--- src/rtl/win_crop_pkg.sv ---
package win_crop_pkg;
  parameter int unsigned CFG_W = 15;

  typedef struct packed {
    logic [CFG_W-1:0] h_start;
    logic [CFG_W-1:0] h_len;
    logic [CFG_W-1:0] v_start;
    logic [CFG_W-1:0] v_len;
  } win_cfg_t;
endpackage

--- src/rtl/win_edge.sv ---
module win_edge (
  input  logic clk_i,
  input  logic rst_ni,
  input  logic sig_i,
  output logic rise_o
);
  logic prev_q;

  always_ff @(posedge clk_i or negedge rst_ni) begin
    if (!rst_ni) prev_q <= 1'b0;
    else         prev_q <= sig_i;
  end

  assign rise_o = sig_i & ~prev_q;
endmodule

--- src/rtl/win_shadow.sv ---
module win_shadow
  import win_crop_pkg::*;
(
  input  logic     clk_i,
  input  logic     rst_ni,
  input  logic     load_i,
  input  win_cfg_t cfg_i,
  output win_cfg_t cfg_o
);
  win_cfg_t cfg_q;

  always_ff @(posedge clk_i or negedge rst_ni) begin
    if (!rst_ni)     cfg_q <= '0;
    else if (load_i) cfg_q <= cfg_i;
  end

  // new settings apply already in the capture cycle
  assign cfg_o = load_i ? cfg_i : cfg_q;
endmodule

--- src/rtl/win_axis.sv ---
module win_axis #(
  parameter int unsigned CFG_W = 15
) (
  input  logic             clk_i,
  input  logic             rst_ni,
  input  logic             clr_i,
  input  logic             inc_i,
  input  logic [CFG_W-1:0] start_i,
  input  logic [CFG_W-1:0] len_i,
  output logic             in_o,
  output logic             at_first_o
);
  localparam int unsigned CW = CFG_W + 1;
  localparam logic [CW-1:0] SAT = '1;

  logic [CW-1:0] cnt_q, cnt_d, first_pos, last_pos;

  // one spare bit: last_pos never reaches SAT, so a saturated count is inactive
  always_comb begin
    if (clr_i)                       cnt_d = '0;
    else if (inc_i && cnt_q != SAT)  cnt_d = cnt_q + 1'b1;
    else                             cnt_d = cnt_q;
  end

  always_ff @(posedge clk_i or negedge rst_ni) begin
    if (!rst_ni) cnt_q <= SAT;
    else         cnt_q <= cnt_d;
  end

  assign first_pos  = {1'b0, start_i};
  assign last_pos   = first_pos + {1'b0, len_i};
  assign in_o       = (cnt_d >= first_pos) && (cnt_d <= last_pos);
  assign at_first_o = (cnt_d == first_pos);
endmodule

--- src/rtl/win_crop.sv ---
module win_crop
  import win_crop_pkg::*;
#(
  parameter int unsigned DATA_W = 12
) (
  input  logic              clk_i,
  input  logic              rst_ni,
  input  logic              fsync_i,
  input  logic              lsync_i,
  input  logic [DATA_W-1:0] data_i,
  input  logic [CFG_W-1:0]  h_start_i,
  input  logic [CFG_W-1:0]  h_len_i,
  input  logic [CFG_W-1:0]  v_start_i,
  input  logic [CFG_W-1:0]  v_len_i,
  output logic [DATA_W-1:0] data_o,
  output logic              valid_o,
  output logic              first_pix_o,
  output logic              first_line_o
);
  logic     fs_rise, ls_rise;
  win_cfg_t cfg_in, cfg_eff;
  logic     h_in, h_first, v_in, v_first;
  logic     act, fp, fl;

  win_edge i_fs_edge (.clk_i, .rst_ni, .sig_i(fsync_i), .rise_o(fs_rise));
  win_edge i_ls_edge (.clk_i, .rst_ni, .sig_i(lsync_i), .rise_o(ls_rise));

  assign cfg_in = '{h_start: h_start_i, h_len: h_len_i,
                    v_start: v_start_i, v_len: v_len_i};

  win_shadow i_shadow (
    .clk_i, .rst_ni, .load_i(fs_rise), .cfg_i(cfg_in), .cfg_o(cfg_eff)
  );

  win_axis #(.CFG_W(CFG_W)) i_h_axis (
    .clk_i, .rst_ni,
    .clr_i(ls_rise), .inc_i(1'b1),
    .start_i(cfg_eff.h_start), .len_i(cfg_eff.h_len),
    .in_o(h_in), .at_first_o(h_first)
  );

  // frame clear wins over a coincident line increment
  win_axis #(.CFG_W(CFG_W)) i_v_axis (
    .clk_i, .rst_ni,
    .clr_i(fs_rise), .inc_i(ls_rise),
    .start_i(cfg_eff.v_start), .len_i(cfg_eff.v_len),
    .in_o(v_in), .at_first_o(v_first)
  );

  assign act = h_in & v_in;
  assign fp  = act & h_first;
  assign fl  = fp & v_first;

  always_ff @(posedge clk_i or negedge rst_ni) begin
    if (!rst_ni) begin
      data_o       <= '0;
      valid_o      <= 1'b0;
      first_pix_o  <= 1'b0;
      first_line_o <= 1'b0;
    end else begin
      data_o       <= data_i;
      valid_o      <= act;
      first_pix_o  <= fp;
      first_line_o <= fl;
    end
  end
endmodule

--- config.mk ---
export PLATFORM = sky130hd
export DESIGN_NAME = win_crop
export DESIGN_NICKNAME = d
export VERILOG_FILES = /design/src/rtl/win_crop_pkg.sv /design/src/rtl/win_edge.sv /design/src/rtl/win_shadow.sv /design/src/rtl/win_axis.sv /design/src/rtl/win_crop.sv
export SDC_FILE = /design/constraint.sdc
export NUM_CORES = 1
export LEC_CHECK = 0
export ABC_AREA = 0
export BUFFER_PORTS_ARGS = -buffer_cell sky130_fd_sc_hd__buf_2
export CORE_UTILIZATION = 40
export CTS_CLUSTER_SIZE = 28
export DETAILED_ROUTE_END_ITERATION = 8
export GPL_TIMING_DRIVEN = 0
export PLACE_DENSITY = 0.65
export SLEW_MARGIN = 20
export SYNTH_ARGS = -nofsm -noshare
export SYNTH_HDL_FRONTEND = slang
export SYNTH_SLANG_ARGS = --single-unit
--- constraint.sdc ---
create_clock -name clk_i -period 5.1 [get_ports clk_i]
set_input_delay 1.53 -clock clk_i [delete_from_list [all_inputs] [get_ports clk_i]]
set_output_delay 1.53 -clock clk_i [all_outputs]
set_load 0.02 [all_outputs]
# Word level (Yosys, flattened, before mapping)
# Cells that the tools add are included.
# classes
add_sub_neg	4
order_cmp	4
n_eq_ne	4
muxes	5
bitwise_logic	7
n_reduce_logical	3
# op_table
operator	n
$mux 16	4
$mux 60	1
$add 15x15->16	2
$add 16x1->16 const B	2
$eq 16x15->1	2
$ge 16x15->1	2
$le 16x16->1	2
$ne 16x16->1 const B	2
$and 1x1->1	5
$logic_and 1x1->1	3
$not 1->1	2
# word_totals
register_bits	109
input_bits	76
output_inout_bits	15
wordCells	39

# Longest topological paths before layout
# Gate-level depths: netlist of the first run.
# logic_depth
ltp_word	10
mapped_depth	22
mapped_depth_nobuf	19

# Modules after synthesis
# Synthesis of the first run repeated with hierarchy kept, for this count alone.
# hier_totals
hier_cells	701
area_unflattened_um2	7594.8
# modules_own_cells
mod	instances	cells_per_inst	area_each_um2	seq_area_each_um2
win_shadow	1	127	2533.7	1501.4
win_axis (i_h_axis)	1	274	2290.9	420.4
win_axis (i_v_axis)	1	277	2289.7	420.4
win_crop	1	19	402.9	375.4
win_edge	2	2	38.8	25.0

# Worst setup path after synthesis of the first run
# Ideal clock, no wire load.
# synth_timing
path_type	input to register
from	input fsync_i
to	register first_line_o
setup_time_ns	0.081
arrival_time_ns	5.750
required_time_ns	5.019
path_slack_ns	-0.731
stages	22
n_path_buf	3
cell_sequence	nor2b_4 > buf_6 > buf_2 > buf_1 > mux2_2 > ha_1 > fa_1 > a21o_1 > a21o_1 > a21o_1 > a21oi_1 > o21bai_1 > a21oi_1 > xor2_1 > ha_1 > nand4_1 > nor2_1 > nand4_1 > o31a_1 > o31ai_1 > o311ai_1 > nor3_2
# synth_lines
item	line_no	source
start, declared	win_crop.sv:8	input logic fsync_i,
end signal, assigned	win_crop.sv:64	first_line_o <= fl;
end, declared	win_crop.sv:18	output logic first_line_o

==> results.py, run 1 <==
metrics = {
    "synthesis": {
        "synth_edf_count": 0,
        "ys.flop_type": "dfrtp_1",
        "synth.largest_area_cell": "dfrtp_1",
        "syn_nets": 846,
        "synth_area_leaders": "dfrtp_1 (27%), ha_1 (16%), dfstp_2 (12%)",
        "seq_area_frac_synth": 0.388,
        "yosysMostFrequentCell": "ha_1",
        "synth_cell_type_count": 59,
        "syn_avg_cell_area_sq_um": 10.6,
        "netlist_area_sq_mm": 0.00713,
        "yosys_register_bits": 109,
        "ys_async_sr_fraction": 1.00,
        "synth_commonest_cells": "ha_1 (92), dfrtp_1 (77), mux2_2 (53)",
        "synth_top_area_share": 0.270,
        "synth_cells": 676,
        "yosysWarnings": 0,
    },
    "floorplanning": {
        "die_width_microns": 136,
        "die_area_sq_mm": 0.0184,
        "io_pins": 91,
        "start_util": 0.411,
        "rows": 48,
        "coreArea_sq_mm": 0.0174,
        "die_height_microns": 136,
    },
    "hold_path": {
        "hp-class": "flip-flop to flip-flop",
        "hold_depth": 1,
        "min_to": "i_shadow.cfg_q[44]",
        "hold_start": "i_shadow.cfg_q[44]",
    },
    "power": {
        "ir_drop_mv": 0.180,
        "power_density_mw_per_mm2": 329,
        "finalPower_mw": 2.86,
        "p_leak_nw": 4.08,
    },
    "outcome": {
        "violations": "setup timing",
        "run_status": "finished, violations left",
    },
    "layout": {
        "design_area_sq_mm": 0.00871,
        "syn_to_final_growth_pct": 22.2,
        "fillers": 1576,
        "drive_above_1_share": 0.330,
        "nNetsFinal": 972,
        "final_cells": 1032,
        "n_antenna_cell": 0,
    },
    "clock_network": {
        "cts_made_buffers": 9,
        "clk_latency_ns": 0.36,
        "cts_max_level": 3,
        "clk_path_buf_depth": 2,
        "cts_tree": "built",
        "numClockSinks": 109,
        "hold_buffers": 0,
        "path_clk_slew_ns": 0.07,
        "cts_root_buf": "clkbuf_16",
    },
    "routing": {
        "first_pass_iters": 6,
        "route.detailed.drc": 0,
        "vias": 5370,
        "vias_per_cell": 5.20,
        "wirelength_mm": 16.3,
        "wire_per_inst_microns": 15.8,
        "drt_iter0_markers": 222,
        "ant_nets": 0,
    },
    "timing": {
        "fmax_ghz": 0.184,
        "tightest_slew_ns": 0.709,
        "setup_viol_count_final": 3,
        "period_minus_slack_ns": 5.43,
        "rsz0062_at_grt": "yes",
        "setup_slack_ns": -0.331,
        "maxSlewHeadroom": 0.524,
        "skew_ns": 0.0125,
        "maxSlewViolCount": 0,
        "min_period_over_period": 1.06,
        "hold_slack_ns": 0.504,
        "hold_violations": 0,
    },
    "critical_path": {
        "rr_endpoint": "first_line_o",
        "arrival_ns": 5.68,
        "path_cells": "buf_6, nor2b_4, buf_12, buf_12, buf_12, mux2_4, ha_4, fa_2, a21o_1, a21o_1, a21o_1, a21oi_2, o21bai_1, a21oi_1, xor2_1, ha_1, nand4_1, nor2_2, nand4_1, o31a_1, o31ai_4, o311ai_4, nor3_2",
        "critPathBufInv": 4,
        "crit_family": "compound AO/OA/AOI/OAI gates",
        "cp_max_fo": 8,
        "reg2reg_slack_ns": 0.53,
        "endpoint_kind": "flip-flop",
        "rr_worst_depth": 22,
        "cp-start-kind": "input pin",
        "rr_startpoint": "i_fs_edge.prev_q",
        "slowest_delay_ns": 0.36,
        "slowest_stage": "fa_2",
        "crit_type": "input pin to flip-flop",
        "startpoint": "fsync_i",
        "crit_required_ns": 5.35,
    },
    "placed_design": {
        "placedInstanceArea_sq_mm": 0.00798,
        "hpwl_mm": 12.3,
        "dp.cells": 992,
        "io_buffers": 90,
        "place.gp.congestion": 0.816,
    },
    "global_routing": {
        "grt_pass1_wl_mm": 26.8,
        "overflow": 0,
        "antenna_found_initial": 0,
        "track_usage": 0.190,
        "grt_start_max_net_pins": 70,
        "grt_pass1_vias": 5176,
    },
    "job": {
        "drv_cap": 0,
    },
}
==> what timing repair did <==
item	in CTS	in global routing
cloned	1	0
setup buffers	18	5
endpoints found under the setup margin	3	3
resized for setup	40	15
pin swaps	19	9
==> worst max path at each step <==
stage	endpoint	cells past startpoint
3_3_place_gp	valid_o	21
5_1_grt	first_line_o	23
3_5_place_dp	valid_o	21
4_1_cts	valid_o	23
6_report	first_line_o	23
2_1_floorplan	valid_o	20
==> area by class of cell <==
class | count | area, sq um | area share
Buffer | 11 | 158 | 0.0181
Clock buffer | 10 | 229 | 0.0263
Clock inverter | 6 | 52.6 | 0.00603
Inverter | 42 | 158 | 0.0181
Multi-Input combinational cell | 514 | 4370 | 0.502
Sequential cell | 109 | 2770 | 0.318
Tap cell | 225 | 282 | 0.0323
Timing Repair Buffer | 115 | 696 | 0.0799
==> per-layer routing <==
metal  track usage  wire length (microns)
met1         0.278                   8310
met2         0.283                   7180
met3        0.0273                    497
met4        0.0674                    280
met5             0                      0
==> through the flow <==
stage	setup TNS, ns	setup slack (ns)	util
after floorplan	-0.635	-0.234	-
after global placement	-3.74	-1.27	0.458
after detailed placement	-3.69	-1.24	0.459
after CTS	-0.948	-0.345	0.496
after global routing	-1.42	-0.547	0.502
final	-0.802	-0.331	0.502
==> logic make-up after synthesis <==
group | share of synthesized area
AND/OR/NAND/NOR | 0.124
AO/OA/AOI/OAI | 0.115
buffers and inverters | 0.0291
adder cells (fa/ha/maj) | 0.169
flip-flops | 0.388
multiplexers | 0.107
XOR/XNOR | 0.0675
==> worst reg2reg max path: cells and delay by family, from the launching register on <==
| kind | cells | cell delay (ns) |
|---|---|---|
| AO/OA/AOI/OAI | 9 | 1.59 |
| AND/OR/NAND/NOR | 5 | 0.83 |
| buffers and inverters | 3 | 0.38 |
| XOR/XNOR | 1 | 0.09 |
| flip-flops | 1 | 0.39 |
| adder cells (fa/ha/maj) | 3 | 0.83 |
| multiplexers | 1 | 0.35 |
==> registers in the layout (all words and copies together), names as in the netlist <==
register / cells
i_ls_edge.prev_q: 1
data_o: 12
i_fs_edge.prev_q: 1
first_pix_o: 1
i_v_axis.cnt_q: 16
i_h_axis.cnt_q: 16
valid_o: 1
i_shadow.cfg_q: 60
first_line_o: 1
==> cells in the final DEF (no fill, tap or decap), types with 4 or more instances in the layout <==
| cell type | n |
|---|---|
| inv_1 | 41 |
| nand2_1 | 31 |
| xnor2_1 | 29 |
| o21ai_1 | 5 |
| o211ai_1 | 5 |
| clkbuf_1 | 4 |
| buf_12 | 6 |
| nand4_1 | 15 |
| mux2i_1 | 13 |
| o21ai_0 | 17 |
| a21oi_1 | 35 |
| nor2b_1 | 7 |
| o21a_1 | 8 |
| buf_4 | 23 |
| mux2_2 | 47 |
| a211oi_1 | 6 |
| nor2_1 | 46 |
| mux2_4 | 7 |
| buf_2 | 88 |
| clkbuf_16 | 9 |
| ha_1 | 87 |
| inv_6 | 5 |
| dfstp_2 | 32 |
| nor3_1 | 11 |
| dfrtp_1 | 77 |
| xor2_1 | 26 |
| a21o_1 | 17 |
| and3_1 | 4 |
| and4_1 | 6 |
| ha_4 | 4 |
| nand3_1 | 25 |
==> power breakdown <==
part	leakage, nW	internal (mW)	total, mW	switching (mW)
Sequential	1.24	0.968	1.01	0.0420
Clock	0.139	0.342	0.682	0.340
Combinational	2.70	0.543	1.17	0.627
Total	4.08	1.85	2.86	1.01
Power figures use the tool's default switching activity.
==> inputs of run 2 (changes only) <==
--- a/config.mk
+++ b/config.mk
@@ -7,11 +7,12 @@
 export LEC_CHECK = 0
 export ABC_AREA = 0
 export BUFFER_PORTS_ARGS = -buffer_cell sky130_fd_sc_hd__buf_2
-export CORE_UTILIZATION = 40
+export CORE_UTILIZATION = 53
 export CTS_CLUSTER_SIZE = 28
 export DETAILED_ROUTE_END_ITERATION = 8
 export GPL_TIMING_DRIVEN = 0
-export PLACE_DENSITY = 0.65
+export PLACE_DENSITY = 0.8
+export SETUP_SLACK_MARGIN = 0.1
 export SLEW_MARGIN = 20
 export SYNTH_ARGS = -nofsm -noshare
 export SYNTH_HDL_FRONTEND = slang
==> run 2 against run 1 <==
Against the previous run:
- the run still ends with setup timing left
- register-to-register slack about the same
- final cell count shrank 5.8%
- combinational power is essentially flat
- first-iteration DRC count is 19% higher
- utilization up 14 points
- die area down 24%
- power rose by 2.3%
- clock-buffer cell count is 2 higher
- critical path type unchanged
- critical endpoint is now valid_o
- largest power group unchanged
==> results.py, run 2 (synthesized netlist as in run 1, its figures left out) <==
metrics = {
    "outcome": {
        "run_status": "finished, violations left",
        "violations": "setup timing",
    },
    "layout": {
        "drive_above_1_share": 0.310,
        "largest_register": "i_shadow.cfg_q",
        "final_cell_mix": "ha_1 (88), buf_2 (88), dfrtp_1 (77)",
        "largest_reg_flops": 60,
        "reg.largest.list": "i_shadow.cfg_q (60), i_h_axis.cnt_q (16), i_v_axis.cnt_q (16)",
        "syn_to_final_growth_pct": 19.2,
        "fillers": 1016,
        "n_antenna_cell": 0,
        "design_area_sq_mm": 0.00850,
        "nNetsFinal": 961,
    },
    "floorplanning": {
        "die_width_microns": 118,
        "rows": 42,
        "die_height_microns": 118,
        "coreArea_sq_mm": 0.0132,
        "io_pins": 91,
        "start_util": 0.541,
        "die_area_sq_mm": 0.0139,
    },
    "power": {
        "power_density_mw_per_mm2": 344,
        "ir_drop_mv": 0.173,
        "p_int_mw": 1.91,
        "p_seq_frac": 0.346,
        "power_frac_comb": 0.401,
        "clockPowerShare": 0.253,
        "p_sw_mw": 1.02,
        "p_leak_nw": 4.00,
        "swShare": 0.347,
    },
    "routing": {
        "vias": 5578,
        "wirelength_mm": 16.6,
        "vias_per_cell": 5.74,
        "wire_per_inst_microns": 17.0,
        "ant_nets": 0,
        "wl_met3_microns": 694,
        "dr_wl_met2_mm": 7.54,
        "drt_iter0_markers": 264,
        "dr.max_layer_used": "met4",
        "first_pass_iters": 5,
        "route.detailed.drc": 0,
        "drt-met1-wl_mm": 7.77,
    },
    "critical_path": {
        "rr_worst_depth": 22,
        "crit_required_ns": 5.36,
        "crit_type": "input pin to flip-flop",
        "arrival_ns": 5.69,
        "cp-start-kind": "input pin",
        "endpoint_kind": "flip-flop",
        "cp_max_fo": 8,
    },
    "global_routing": {
        "grt_pass1_vias": 5659,
        "grt_pass1_wl_mm": 27.9,
        "overflow": 0,
        "antenna_found_initial": 0,
        "track_usage": 0.254,
        "grt_start_max_net_pins": 84,
    },
    "clock_network": {
        "cts_made_buffers": 9,
        "cts_max_level": 3,
        "clk_latency_ns": 0.36,
        "cts_root_buf": "clkbuf_16",
        "path_clk_slew_ns": 0.07,
        "numClockSinks": 109,
        "cts_tree": "built",
        "clk_path_buf_depth": 2,
    },
    "timing": {
        "period_minus_slack_ns": 5.42,
        "min_period_over_period": 1.06,
        "rsz0062_at_grt": "yes",
        "tightest_slew_ns": 0.696,
        "setup_slack_ns": -0.321,
        "hold_violations": 0,
        "maxSlewViolCount": 0,
        "skew_ns": 0.00752,
        "setup_viol_count_final": 3,
        "tns_ns": -0.837,
        "fmax_ghz": 0.184,
        "maxSlewHeadroom": 0.533,
    },
    "placed_design": {
        "placedInstanceArea_sq_mm": 0.00791,
        "place.gp.congestion": 0.864,
        "hpwl_mm": 12.6,
        "io_buffers": 90,
        "dp_slack_ns": -1.17,
    },
    "hold_path": {
        "hold_depth": 1,
        "hp-class": "flip-flop to flip-flop",
    },
    "job": {
        "drv_cap": 0,
    },
}
run 2: power by group through the flow:
stage | registers, mW | clock network, mW | logic [mW]
6_report | 1.01 | 0.741 | 1.17
5_1_grt | 1.03 | 0.784 | 1.31
4_1_cts | 1.01 | 0.757 | 1.14
3_5_place_dp | 1.03 | 0 | 1.08
3_3_place_gp | 1.02 | 0 | 1.03
2_1_floorplan | 1.02 | 0 | 0.809
run 2: per-stage QoR:
step	hold slack, ns	cells	power, mW	util
floorplan	0.474	676	1.83	-
global placement	0.485	942	2.04	0.597
detailed placement	0.490	943	2.11	0.600
CTS	0.506	971	2.91	0.643
global route	0.515	972	3.12	0.645
finish	0.500	972	2.93	0.645
run 2: area by class of cell:
| class | count | area (sq um) | share of cell area |
|---|---|---|---|
| multi-input combinational | 514 | 4300 | 0.506 |
| sequential | 109 | 2770 | 0.326 |
| timing repair buffer | 104 | 588 | 0.0692 |
| clock buffer | 12 | 258 | 0.0303 |
| tap | 176 | 220 | 0.0259 |
| inverter | 42 | 158 | 0.0185 |
| buffer | 11 | 156 | 0.0184 |
| clock inverter | 4 | 53.8 | 0.00633 |
run 2: metal layers:
metal / vias up / global-route usage
li1: 2672 / -
met1: 2695 / 0.345
met2: 173 / 0.398
met3: 38 / 0.0325
met4: 0 / 0.131
met5: - / 0
run 2: final timing paths:
path	from	endpoint	slack, ns
worst max-delay path	fsync_i	valid_o	-0.32
worst min-delay path	i_shadow.cfg_q[43]	i_shadow.cfg_q[43]	0.50
worst max register to register	i_fs_edge.prev_q	valid_o	0.52
worst min register to register	i_shadow.cfg_q[43]	i_shadow.cfg_q[43]	0.50
max in group asynchronous	rst_ni	i_v_axis.cnt_q[12]	3.35
min in group asynchronous	rst_ni	i_shadow.cfg_q[41]	1.03
run 2: what timing repair did:
action,CTS,global route
hold buffers,0,0
setup buffers,12,1
endpoints found under the setup margin,3,3
gates resized for setup,39,4
pin swaps,15,2
run 2: critical path, stage by stage:
cell and delay (ns):
buf_6 0.07, nor2b_4 0.16, buf_12 0.11, buf_12 0.14, buf_12 0.14, mux2_4 0.32
ha_4 0.17, fa_2 0.38, nand3_2 0.09, nand2_2 0.06, maj3_2 0.34, buf_4 0.15
o31a_1 0.23, o21ai_0 0.18, nor2b_2 0.20, xor2_1 0.09, ha_1 0.19, a211oi_1 0.26
o21ai_0 0.12, o211ai_1 0.13, a31o_2 0.24, o311ai_4 0.14, a31oi_1 0.24
==> inputs of run 3 (changes only) <==
--- a/config.mk
+++ b/config.mk
@@ -6,12 +6,13 @@
 export NUM_CORES = 1
 export LEC_CHECK = 0
 export ABC_AREA = 0
-export BUFFER_PORTS_ARGS = -buffer_cell sky130_fd_sc_hd__buf_2
 export CORE_UTILIZATION = 53
 export CTS_CLUSTER_SIZE = 28
 export DETAILED_ROUTE_END_ITERATION = 8
+export DONT_BUFFER_PORTS = 1
 export GPL_TIMING_DRIVEN = 0
-export PLACE_DENSITY = 0.8
+export MAX_ROUTING_LAYER = met4
+export PLACE_DENSITY = 0.74
 export SETUP_SLACK_MARGIN = 0.1
 export SLEW_MARGIN = 20
 export SYNTH_ARGS = -nofsm -noshare
==> run 3 against run 2 <==
Against the previous run:
- the run still ends with setup timing left
- register-to-register slack worse by 0.04 ns
- combinational power down 3%
- design area is 4.6% lower
- hold slack gained 0.0045 ns
- critical endpoint unchanged
- largest power group unchanged
==> results.py, run 3 (synthesized netlist as in run 1, its figures left out) <==
metrics = {
    "timing": {
        "tns_ns": -0.700,
        "period_minus_slack_ns": 5.39,
        "setup_slack_ns": -0.285,
        "maxSlewViolCount": 0,
        "rsz0062_at_grt": "yes",
        "hold_slack_ns": 0.505,
        "hold_violations": 0,
        "fmax_ghz": 0.186,
        "min_period_over_period": 1.06,
        "maxSlewHeadroom": 0.479,
        "skew_ns": 0.00987,
        "tightest_slew_ns": 0.775,
        "setup_viol_count_final": 3,
    },
    "clock_network": {
        "path_clk_slew_ns": 0.07,
        "cts_tree": "built",
        "numClockSinks": 109,
        "cts_max_level": 3,
        "cts_made_buffers": 9,
        "clk_path_buf_depth": 2,
        "clk_latency_ns": 0.37,
        "cts_root_buf": "clkbuf_16",
    },
    "global_routing": {
        "antenna_found_initial": 1,
        "grt_pass1_vias": 5464,
        "grt_pass1_wl_mm": 26.9,
        "overflow": 0,
        "track_usage": 0.256,
        "grt_start_max_net_pins": 110,
    },
    "placed_design": {
        "dp.cells": 852,
        "io_buffers": 0,
        "hpwl_mm": 12.1,
        "place.gp.congestion": 0.930,
        "placedInstanceArea_sq_mm": 0.00743,
    },
    "hold_path": {
        "hp-class": "flip-flop to flip-flop",
        "hold_depth": 1,
    },
    "layout": {
        "final_cell_mix": "ha_1 (88), dfrtp_1 (77), mux2_2 (48)",
        "largest_reg_flops": 60,
        "fillers": 1078,
        "design_area_sq_mm": 0.00811,
        "reg.largest.list": "i_shadow.cfg_q (60), i_h_axis.cnt_q (16), i_v_axis.cnt_q (16)",
        "multi_input_area_sq_mm": 0.00432,
        "layout_commonest_cell": "ha_1",
        "drive_above_1_share": 0.236,
        "nNetsFinal": 878,
        "fin_util": 0.615,
        "largest_register": "i_shadow.cfg_q",
        "seqCellArea_sq_mm": 0.00277,
        "final_cells": 890,
        "syn_to_final_growth_pct": 13.8,
    },
    "outcome": {
        "run_status": "finished, violations left",
        "violations": "setup timing",
    },
    "power": {
        "p_sw_mw": 1.02,
        "swShare": 0.352,
        "p_int_mw": 1.87,
        "p_leak_nw": 3.68,
        "power_density_mw_per_mm2": 357,
        "clockPowerShare": 0.255,
        "power_frac_comb": 0.392,
        "p_seq_frac": 0.353,
        "ir_drop_mv": 0.228,
    },
    "routing": {
        "wirelength_mm": 16.5,
        "route.detailed.drc": 0,
        "ant_nets": 0,
        "wire_per_inst_microns": 18.5,
        "drt_iter0_markers": 230,
        "vias": 5297,
        "vias_per_cell": 5.95,
        "first_pass_iters": 5,
    },
    "critical_path": {
        "endpoint_kind": "flip-flop",
        "cp-start-kind": "input pin",
        "crit_required_ns": 5.37,
        "rr_worst_depth": 22,
        "crit_type": "input pin to flip-flop",
        "cp_max_fo": 7,
        "arrival_ns": 5.66,
    },
    "floorplanning": {
        "die_width_microns": 118,
        "rows": 42,
        "die_area_sq_mm": 0.0139,
        "die_height_microns": 118,
        "start_util": 0.541,
        "io_pins": 91,
        "coreArea_sq_mm": 0.0132,
    },
    "job": {
        "drv_cap": 0,
    },
}
==> run 3: changes by cell type in the layout (fill, tap and decap cells not counted), moves of 2 or more <==
cell / previous run / this run
buf_2: 88 / 0
buf_4: 13 / 20
a21oi_1: 35 / 33
a21oi_2: 3 / 5
clkbuf_1: 5 / 3
inv_6: 1 / 3
o21ai_1: 5 / 7
o31ai_2: 1 / 3
==> run 3: per-layer routing <==
metal | routed length [microns] | GRT usage
met1 | 7440 | 0.317
met2 | 7920 | 0.402
met3 | 743 | 0.0586
met4 | 407 | 0.111
met5 | 0 | -
==> run 3: timing repair <==
| action | 4_1_cts | 5_1_grt |
|---|---|---|
| hold buffers | 0 | 0 |
| setup buffers | 15 | 5 |
| resized for setup | 34 | 12 |
| gates cloned | 1 | 0 |
| setup endpoints to repair | 3 | 3 |
| pin swaps | 16 | 5 |
==> run 3: final timing paths <==
path / end / slack, ns / from
setup / recovery: valid_o / -0.29 / fsync_i
hold / removal: i_shadow.cfg_q[42] / 0.50 / i_shadow.cfg_q[42]
setup reg to reg: valid_o / 0.48 / i_fs_edge.prev_q
hold reg to reg: i_shadow.cfg_q[42] / 0.50 / i_shadow.cfg_q[42]
max in group asynchronous: i_v_axis.cnt_q[12] / 3.93 / rst_ni
min in group asynchronous: data_o[0] / 0.85 / rst_ni
==> run 3: final cells by class <==
type / count / area share
Antenna cell: 1 / 0.000308
Tap cell: 176 / 0.0271
Clock buffer: 9 / 0.0278
Sequential cell: 109 / 0.341
Timing Repair Buffer: 21 / 0.0225
Multi-Input combinational cell: 514 / 0.533
Buffer: 11 / 0.0188
Clock inverter: 7 / 0.0100
Inverter: 42 / 0.0194
==> run 3: worst max-delay path, cell delays in order <==
cell      delay (ns)
nor2b_4         0.16
buf_12          0.12
buf_12          0.12
buf_12          0.13
mux2_4          0.33
ha_4            0.17
fa_2            0.37
nand3_2         0.09
nand2_2         0.06
maj3_2          0.34
o31ai_2         0.25
nand3_2         0.13
o41ai_2         0.36
xor2_1          0.15
ha_1            0.33
nand4_1         0.08
nor3_1          0.20
nand2_1         0.07
o21ai_1         0.08
a31o_2          0.17
o311ai_4        0.14
a31oi_1         0.25
==> run 3: through the flow <==
stage / total power [mW] / setup slack (ns)
final: 2.89 / -0.285
after global routing: 3.06 / -0.440
after CTS: 2.86 / -0.253
after detailed placement: 2.05 / -1.27
after global placement: 2.00 / -1.11
after floorplan: 1.83 / -0.234
==> run 3: power by group through the flow <==
stage | Clock (mW) | Sequential (mW) | Combinational (mW)
4_1_cts | 0.753 | 1.02 | 1.09
3_5_place_dp | 0 | 1.04 | 1.02
5_1_grt | 0.780 | 1.03 | 1.25
6_report | 0.738 | 1.02 | 1.13
2_1_floorplan | 0 | 1.02 | 0.809
3_3_place_gp | 0 | 1.03 | 0.973
